`config.mk`:
```
export PLATFORM = sky130hd
export DESIGN_NAME = hpw_walker
export DESIGN_NICKNAME = d
export VERILOG_FILES = /design/src/rtl/hpw_pkg.sv /design/src/rtl/hpw_hash.sv /design/src/rtl/hpw_perm.sv /design/src/rtl/hpw_walker.sv
export SDC_FILE = /design/constraint.sdc
export NUM_CORES = 1
export LEC_CHECK = 0
export CAP_MARGIN = 20
export CORE_MARGIN = 2
export CORE_UTILIZATION = 46
export CTS_BUF_LIST = sky130_fd_sc_hd__clkbuf_2
export DETAILED_ROUTE_END_ITERATION = 8
export DONT_BUFFER_PORTS = 1
export GPL_TIMING_DRIVEN = 0
export HOLD_SLACK_MARGIN = 0.02
export MAX_ROUTING_LAYER = met4
export PLACE_DENSITY_LB_ADDON = 0.08
export SLEW_MARGIN = 20
export SYNTH_ARGS = -nofsm -noshare
export SYNTH_HDL_FRONTEND = slang
export SYNTH_SLANG_ARGS = --single-unit
export TNS_END_PERCENT = 20
```
`constraint.sdc`:
```
create_clock -name clk -period 3.1 [get_ports clk]
set_input_delay 0.155 -clock clk [delete_from_list [all_inputs] [get_ports clk]]
set_output_delay 0.155 -clock clk [all_outputs]
set_load 0.05 [all_outputs]
```
`src/rtl/hpw_pkg.sv`:
```
package hpw_pkg;
  localparam logic [31:0] ST_NOTFOUND = 32'h4000_0000;
  localparam logic [31:0] ST_PROT     = 32'h0800_0000;
  localparam logic [31:0] ST_STORE    = 32'h0200_0000;
  localparam logic [31:0] BIT_REF     = 32'h0000_0100;
  localparam logic [31:0] BIT_CHG     = 32'h0000_0080;
  localparam logic [31:0] BIT_GUARD   = 32'h0000_0008;

  typedef enum logic [2:0] {
    S_IDLE, S_CMP, S_WORD, S_WB, S_RESP
  } walk_state_t;
endpackage

```
`src/rtl/hpw_hash.sv`:
```
// Group and compare-word generation for one pass of the search.
module hpw_hash #(
  parameter int IDX_W       = 3,
  parameter int ENTRY_BYTES = 8
) (
  input  logic [31:12]     vpn,
  input  logic [31:0]      cfg,
  input  logic             secondary,
  input  logic [IDX_W-1:0] idx,
  output logic [31:0]      entry_addr,
  output logic [31:0]      cmp_word
);
  localparam int SH = $clog2(ENTRY_BYTES);

  logic [18:0] hash_pri, hash_sel;
  logic [31:0] mask, group;

  always_comb begin
    hash_pri   = {3'b000, vpn[27:12] ^ {12'h000, vpn[31:28]}};
    hash_sel   = secondary ? ~hash_pri : hash_pri;
    mask       = {7'd0, cfg[8:0], 16'hFFC0};
    group      = {cfg[31:9], 9'd0} | ({7'd0, hash_sel, 6'd0} & mask);
    entry_addr = group + ({{(32-IDX_W){1'b0}}, idx} << SH);
    cmp_word   = {1'b1, 20'd0, vpn[31:28], secondary, vpn[27:22]};
  end
endmodule

```
`src/rtl/hpw_perm.sv`:
```
// Protection decision and referenced/changed update for a hit entry.
module hpw_perm
  import hpw_pkg::*;
(
  input  logic [31:0] pte_lo,
  input  logic        is_store,
  input  logic        is_fetch,
  output logic        prot_fault,
  output logic [31:0] new_word
);
  always_comb begin
    prot_fault = (is_fetch && (pte_lo & BIT_GUARD) != 0) ||
                 (is_store && pte_lo[1:0] == 2'b11);
    new_word   = pte_lo | BIT_REF | (is_store ? BIT_CHG : 32'd0);
  end
endmodule

```
`src/rtl/hpw_walker.sv`:
```
module hpw_walker
  import hpw_pkg::*;
#(
  parameter int GROUP_ENTRIES = 8,
  parameter int ENTRY_BYTES   = 8
) (
  input  logic        clk,
  input  logic        rst_n,
  input  logic [31:0] table_cfg,
  input  logic        req_valid,
  output logic        req_ready,
  input  logic [31:0] req_ea,
  input  logic        req_store,
  input  logic        req_fetch,
  output logic        rsp_valid,
  output logic        rsp_fault,
  output logic [31:0] rsp_pa,
  output logic [31:0] rsp_status,
  output logic        mem_valid,
  output logic        mem_we,
  output logic [31:0] mem_addr,
  output logic [31:0] mem_wdata,
  input  logic        mem_ready,
  input  logic [31:0] mem_rdata
);
  localparam int IDX_W = $clog2(GROUP_ENTRIES);
  localparam logic [IDX_W-1:0] LAST_IDX = IDX_W'(GROUP_ENTRIES - 1);
  localparam logic [31:0] WORD2_OFF = 32'd4;

  walk_state_t      state;
  logic [31:0]      ea_q, cfg_q, wb_q, pa_q, status_q;
  logic             store_q, fetch_q, pass_q, fault_q;
  logic [IDX_W-1:0] idx_q;

  logic [31:0] entry_addr, cmp_word, new_word;
  logic        prot_fault, mem_done;

  hpw_hash #(.IDX_W(IDX_W), .ENTRY_BYTES(ENTRY_BYTES)) u_hash (
    .vpn        (ea_q[31:12]),
    .cfg        (cfg_q),
    .secondary  (pass_q),
    .idx        (idx_q),
    .entry_addr (entry_addr),
    .cmp_word   (cmp_word)
  );

  hpw_perm u_perm (
    .pte_lo     (mem_rdata),
    .is_store   (store_q),
    .is_fetch   (fetch_q),
    .prot_fault (prot_fault),
    .new_word   (new_word)
  );

  assign mem_done   = mem_valid && mem_ready;
  assign req_ready  = (state == S_IDLE);
  assign rsp_valid  = (state == S_RESP);
  assign rsp_fault  = fault_q;
  assign rsp_pa     = pa_q;
  assign rsp_status = status_q;
  assign mem_valid  = (state == S_CMP) || (state == S_WORD) || (state == S_WB);
  assign mem_we     = (state == S_WB);
  assign mem_addr   = (state == S_CMP) ? entry_addr : entry_addr + WORD2_OFF;
  assign mem_wdata  = wb_q;

  always_ff @(posedge clk) begin
    if (!rst_n) begin
      state    <= S_IDLE;
      ea_q     <= '0;
      cfg_q    <= '0;
      wb_q     <= '0;
      pa_q     <= '0;
      status_q <= '0;
      store_q  <= 1'b0;
      fetch_q  <= 1'b0;
      pass_q   <= 1'b0;
      fault_q  <= 1'b0;
      idx_q    <= '0;
    end else begin
      unique case (state)
        S_IDLE: if (req_valid) begin
          ea_q     <= req_ea;
          cfg_q    <= table_cfg;
          store_q  <= req_store;
          fetch_q  <= req_fetch;
          pass_q   <= 1'b0;
          idx_q    <= '0;
          fault_q  <= 1'b0;
          status_q <= '0;
          pa_q     <= '0;
          state    <= S_CMP;
        end
        S_CMP: if (mem_done) begin
          if (mem_rdata == cmp_word) begin
            state <= S_WORD;
          end else if (idx_q != LAST_IDX) begin
            idx_q <= idx_q + 1'b1;
          end else if (!pass_q) begin
            pass_q <= 1'b1;
            idx_q  <= '0;
          end else begin
            fault_q  <= 1'b1;
            status_q <= ST_NOTFOUND | (store_q ? ST_STORE : 32'd0);
            state    <= S_RESP;
          end
        end
        S_WORD: if (mem_done) begin
          if (prot_fault) begin
            fault_q  <= 1'b1;
            status_q <= ST_PROT | (store_q ? ST_STORE : 32'd0);
            state    <= S_RESP;
          end else begin
            wb_q  <= new_word;
            pa_q  <= {mem_rdata[31:12], ea_q[11:0]};
            state <= S_WB;
          end
        end
        S_WB: if (mem_done) state <= S_RESP;
        S_RESP: state <= S_IDLE;
        default: state <= S_IDLE;
      endcase
    end
  end
endmodule

```
==> summary.md <==
| Metric | Value |
|---|---|
| Status | `finished clean` |
| Worst slew pin tran | `0.902 ns` |
| Fin crit share | `92.4%` |
| Flops & latches, synth | `141` |
| Final HPWL DP | `12400 um` |
| Pwr dens | `714 nW/um2` |
| Final Setup Violations | `0` |
| Max-slew violations | `0` |
| Final Wtd Congestion | `0.949` |
| Ys flop type | `dfxtp_1` |
| Max-cap viol count | `0` |
| GRT Total Usage | `26.3%` |
| DR vias | `5671` |
| Pleak | `3.21 nW` |
| Core ar. | `12500 um2` |
| # fillers | `1118` |
| Post-Route Skew | `0.0273 ns` |
| Critical Path AT | `3.52 ns` |
| Mean post-synth cell area | `7.99 um2` |
| I/O pin count | `235` |
| Tmin final | `2.86 ns` |
| Fin. Hold Viols | `0` |
| WL final | `18000 um` |
| Core Rows | `41` |
| CTS Buf Count | `17` |
| Clock-pin slew of the registers on the worst-case setup and hold paths | `0.20 ns` |
| Worst-path fanout max | `10` |
| Seq/Total Area, Yosys | `48.2%` |
| Synthesis-to-layout area growth | `32.8%` |
| Synthesized cell area | `5860 um2` |
| Layout Utilization | `62.2%` |
| Critical Path RT | `3.75 ns` |
| Async SR Flop Fraction | `0%` |
| Die H | `117 um` |
| Unrepaired setup endpoints after global routing | `no` |
| Deepest clock path buffer count | `2` |
| Root Buffer | `clkbuf_2` |
| Share of layout cells above drive strength 1 | `10.3%` |
| Yosys cell types | `41` |
| Fin nets | `1021` |
| Slew headroom | `39.6%` |
| Wire per inst | `16.3 um` |
| Pin count of the biggest net entering global routing | `17` |
| Placed Cells | `937` |
| Starting Density | `46.8%` |
| PortBufs | `0` |
| Final Instance Count excl. Fillers | `1103` |
| Die Area | `13700 um2` |
| ANT nets after route | `0` |
| Vias per std cell | `5.14` |
| Post-Syn Instances | `733` |
| Post-synth EDFFs | `0` |
| Final instance area | `7780 um2` |
| Initial DRC count | `254` |
| Drt drc | `0` |
| Post-DP Area | `6210 um2` |
| Htree depth | `4` |
| Die X | `117 um` |
| Crit end category | `register` |
| Yosys warnings | `0` |
| Post-CTS setup buffer count | `0` |
| Upper clock frequency limit | `349 MHz` |
| CTS tree | `built` |
| CP Launch Type | `register` |
| Vias in the first global route | `5404` |
| CP Class | `reg2reg` |
| Clock Latency Late Sink | `0.69 ns` |
| CTS sink count | `141` |
| Gr ovfl total | `0` |
| First-pass GRT wire length | `26500 um` |
| Antenna violations before repair | `2` |
| Setup_tns | `0 ns` |
| Drt pass-1 iters | `5` |
| Hold crit path type | `in2reg` |
| Peak VDD IR | `0.426 mV` |
## cell type report
type                       instances  area [um2]  area share [%]
multi-input combinational        530        2660            34.2
clock inverter                    12         120            1.54
sequential                       141        2820            36.3
tap                              172         215            2.77
clock buffer                      19        95.1            1.22
antenna                            2        5.00          0.0643
inverter                           5        18.8           0.241
timing repair buffer             135        1340            17.3
buffer                            87         502            6.45
## cells by family (layout without fill, tap and decap cells)
logic type / after synthesis / after routing / share of synthesized area, %
buffers and inverters: 92 / 258 / 8.89
adder cells (fa/ha/maj): 2 / 2 / 0.427
AND/OR/NAND/NOR: 295 / 295 / 20.8
other: 1 / 33 / 0.0640
multiplexers: 5 / 5 / 0.855
flip-flops: 141 / 141 / 48.2
XOR/XNOR: 32 / 32 / 4.79
AO/OA/AOI/OAI: 165 / 165 / 16.0
## layout by cell type (no fill, tap or decap), types with 3 or more instances in the layout
master,count
a21o_1,10
a21oi_1,121
a22oi_1,12
a31oi_1,4
and3_1,4
buf_2,14
buf_4,41
clkbuf_1,32
clkbuf_2,19
clkinv_2,4
conb_1,31
dfxtp_1,141
dlygate4sd3_1,133
inv_1,3
mux2i_1,5
nand2_1,225
nand2b_1,11
nand3_1,9
nand4_1,3
nor2_1,24
nor3_1,4
nor4_1,7
o21ai_0,5
xnor2_1,11
xnor2_2,3
xor2_1,18
## Yosys cell counts (all sizes together), types with 6 or more instances
master,n,share of area (%)
clkbuf,32,2.1
a22oi,12,1.5
xor2,18,2.7
nor3,6,0.51
buf,55,6.5
xnor2,14,2.1
nand2b,11,1.2
nand3,9,0.77
a21o,10,1.3
nor4,7,0.75
nand2,225,14
a21oi,121,10
nor2,24,1.5
dfxtp,141,48
## layer usage
layer | track usage (%) | share of wire (%) | up-vias | routed length (um)
met4 | 10.3 | 2.3 | 0 | 413
met5 | - | 0 | - | 0
met3 | 7.16 | 8.0 | 31 | 1440
li1 | - | - | 2739 | -
met2 | 44.4 | 50 | 241 | 8930
met1 | 29.7 | 40 | 2660 | 7170
## timing repair
| item | 4_1_cts | 5_1_grt |
|---|---|---|
| hold endpoints to repair | 132 | 0 |
| resized for setup | 0 | 0 |
| hold buffers | 133 | 0 |
## power by group
part           internal, mW  switching [mW]
logic                 0.653            1.39
registers              2.06           0.425
clock network         0.365           0.665
total                  3.08            2.48
## flip-flops by register name (all words and copies together) (netlist names)
| name | cells |
|---|---|
| store_q | 1 |
| rsp_fault | 1 |
| fetch_q | 1 |
| idx_q | 3 |
| state | 3 |
| rsp_pa | 32 |
| ea_q | 32 |
| mem_wdata | 32 |
| cfg_q | 32 |
| pass_q | 1 |
| rsp_status | 3 |
## final timing paths
kind	depth (start not counted)	start	slack [ns]	endpoint
min	5	mem_rdata[6]	0.11	idx_q[1]
min reg2reg	2	cfg_q[15]	0.47	cfg_q[15]
max reg2reg	8	state[1]	0.24	cfg_q[31]
max	8	state[1]	0.24	cfg_q[31]
## critical path: stages, from the launching register on
cell and delay, ns:
dfxtp_1 0.34, buf_2 0.16, nand2b_1 0.21, nor3_1 0.39, clkbuf_1 0.37, nand2_1 0.09, dlygate4sd3_1 0.58, a21oi_1 0.13
dlygate4sd3_1 0.57
## per-stage QoR
| stage | setup slack, ns | hold WS, ns | total power [mW] |
|---|---|---|---|
| after global placement | 0.0992 | 0.295 | 4.28 |
| after CTS | 0.314 | 0.0258 | 5.55 |
| after floorplan | 0.565 | 0.291 | 3.95 |
| after global routing | 0.0478 | 0.0550 | 5.86 |
| after detailed placement | 0.836 | 0.300 | 4.34 |
| final | 0.237 | 0.106 | 5.56 |
No activity file was read; power rests on OpenSTA's default activity.
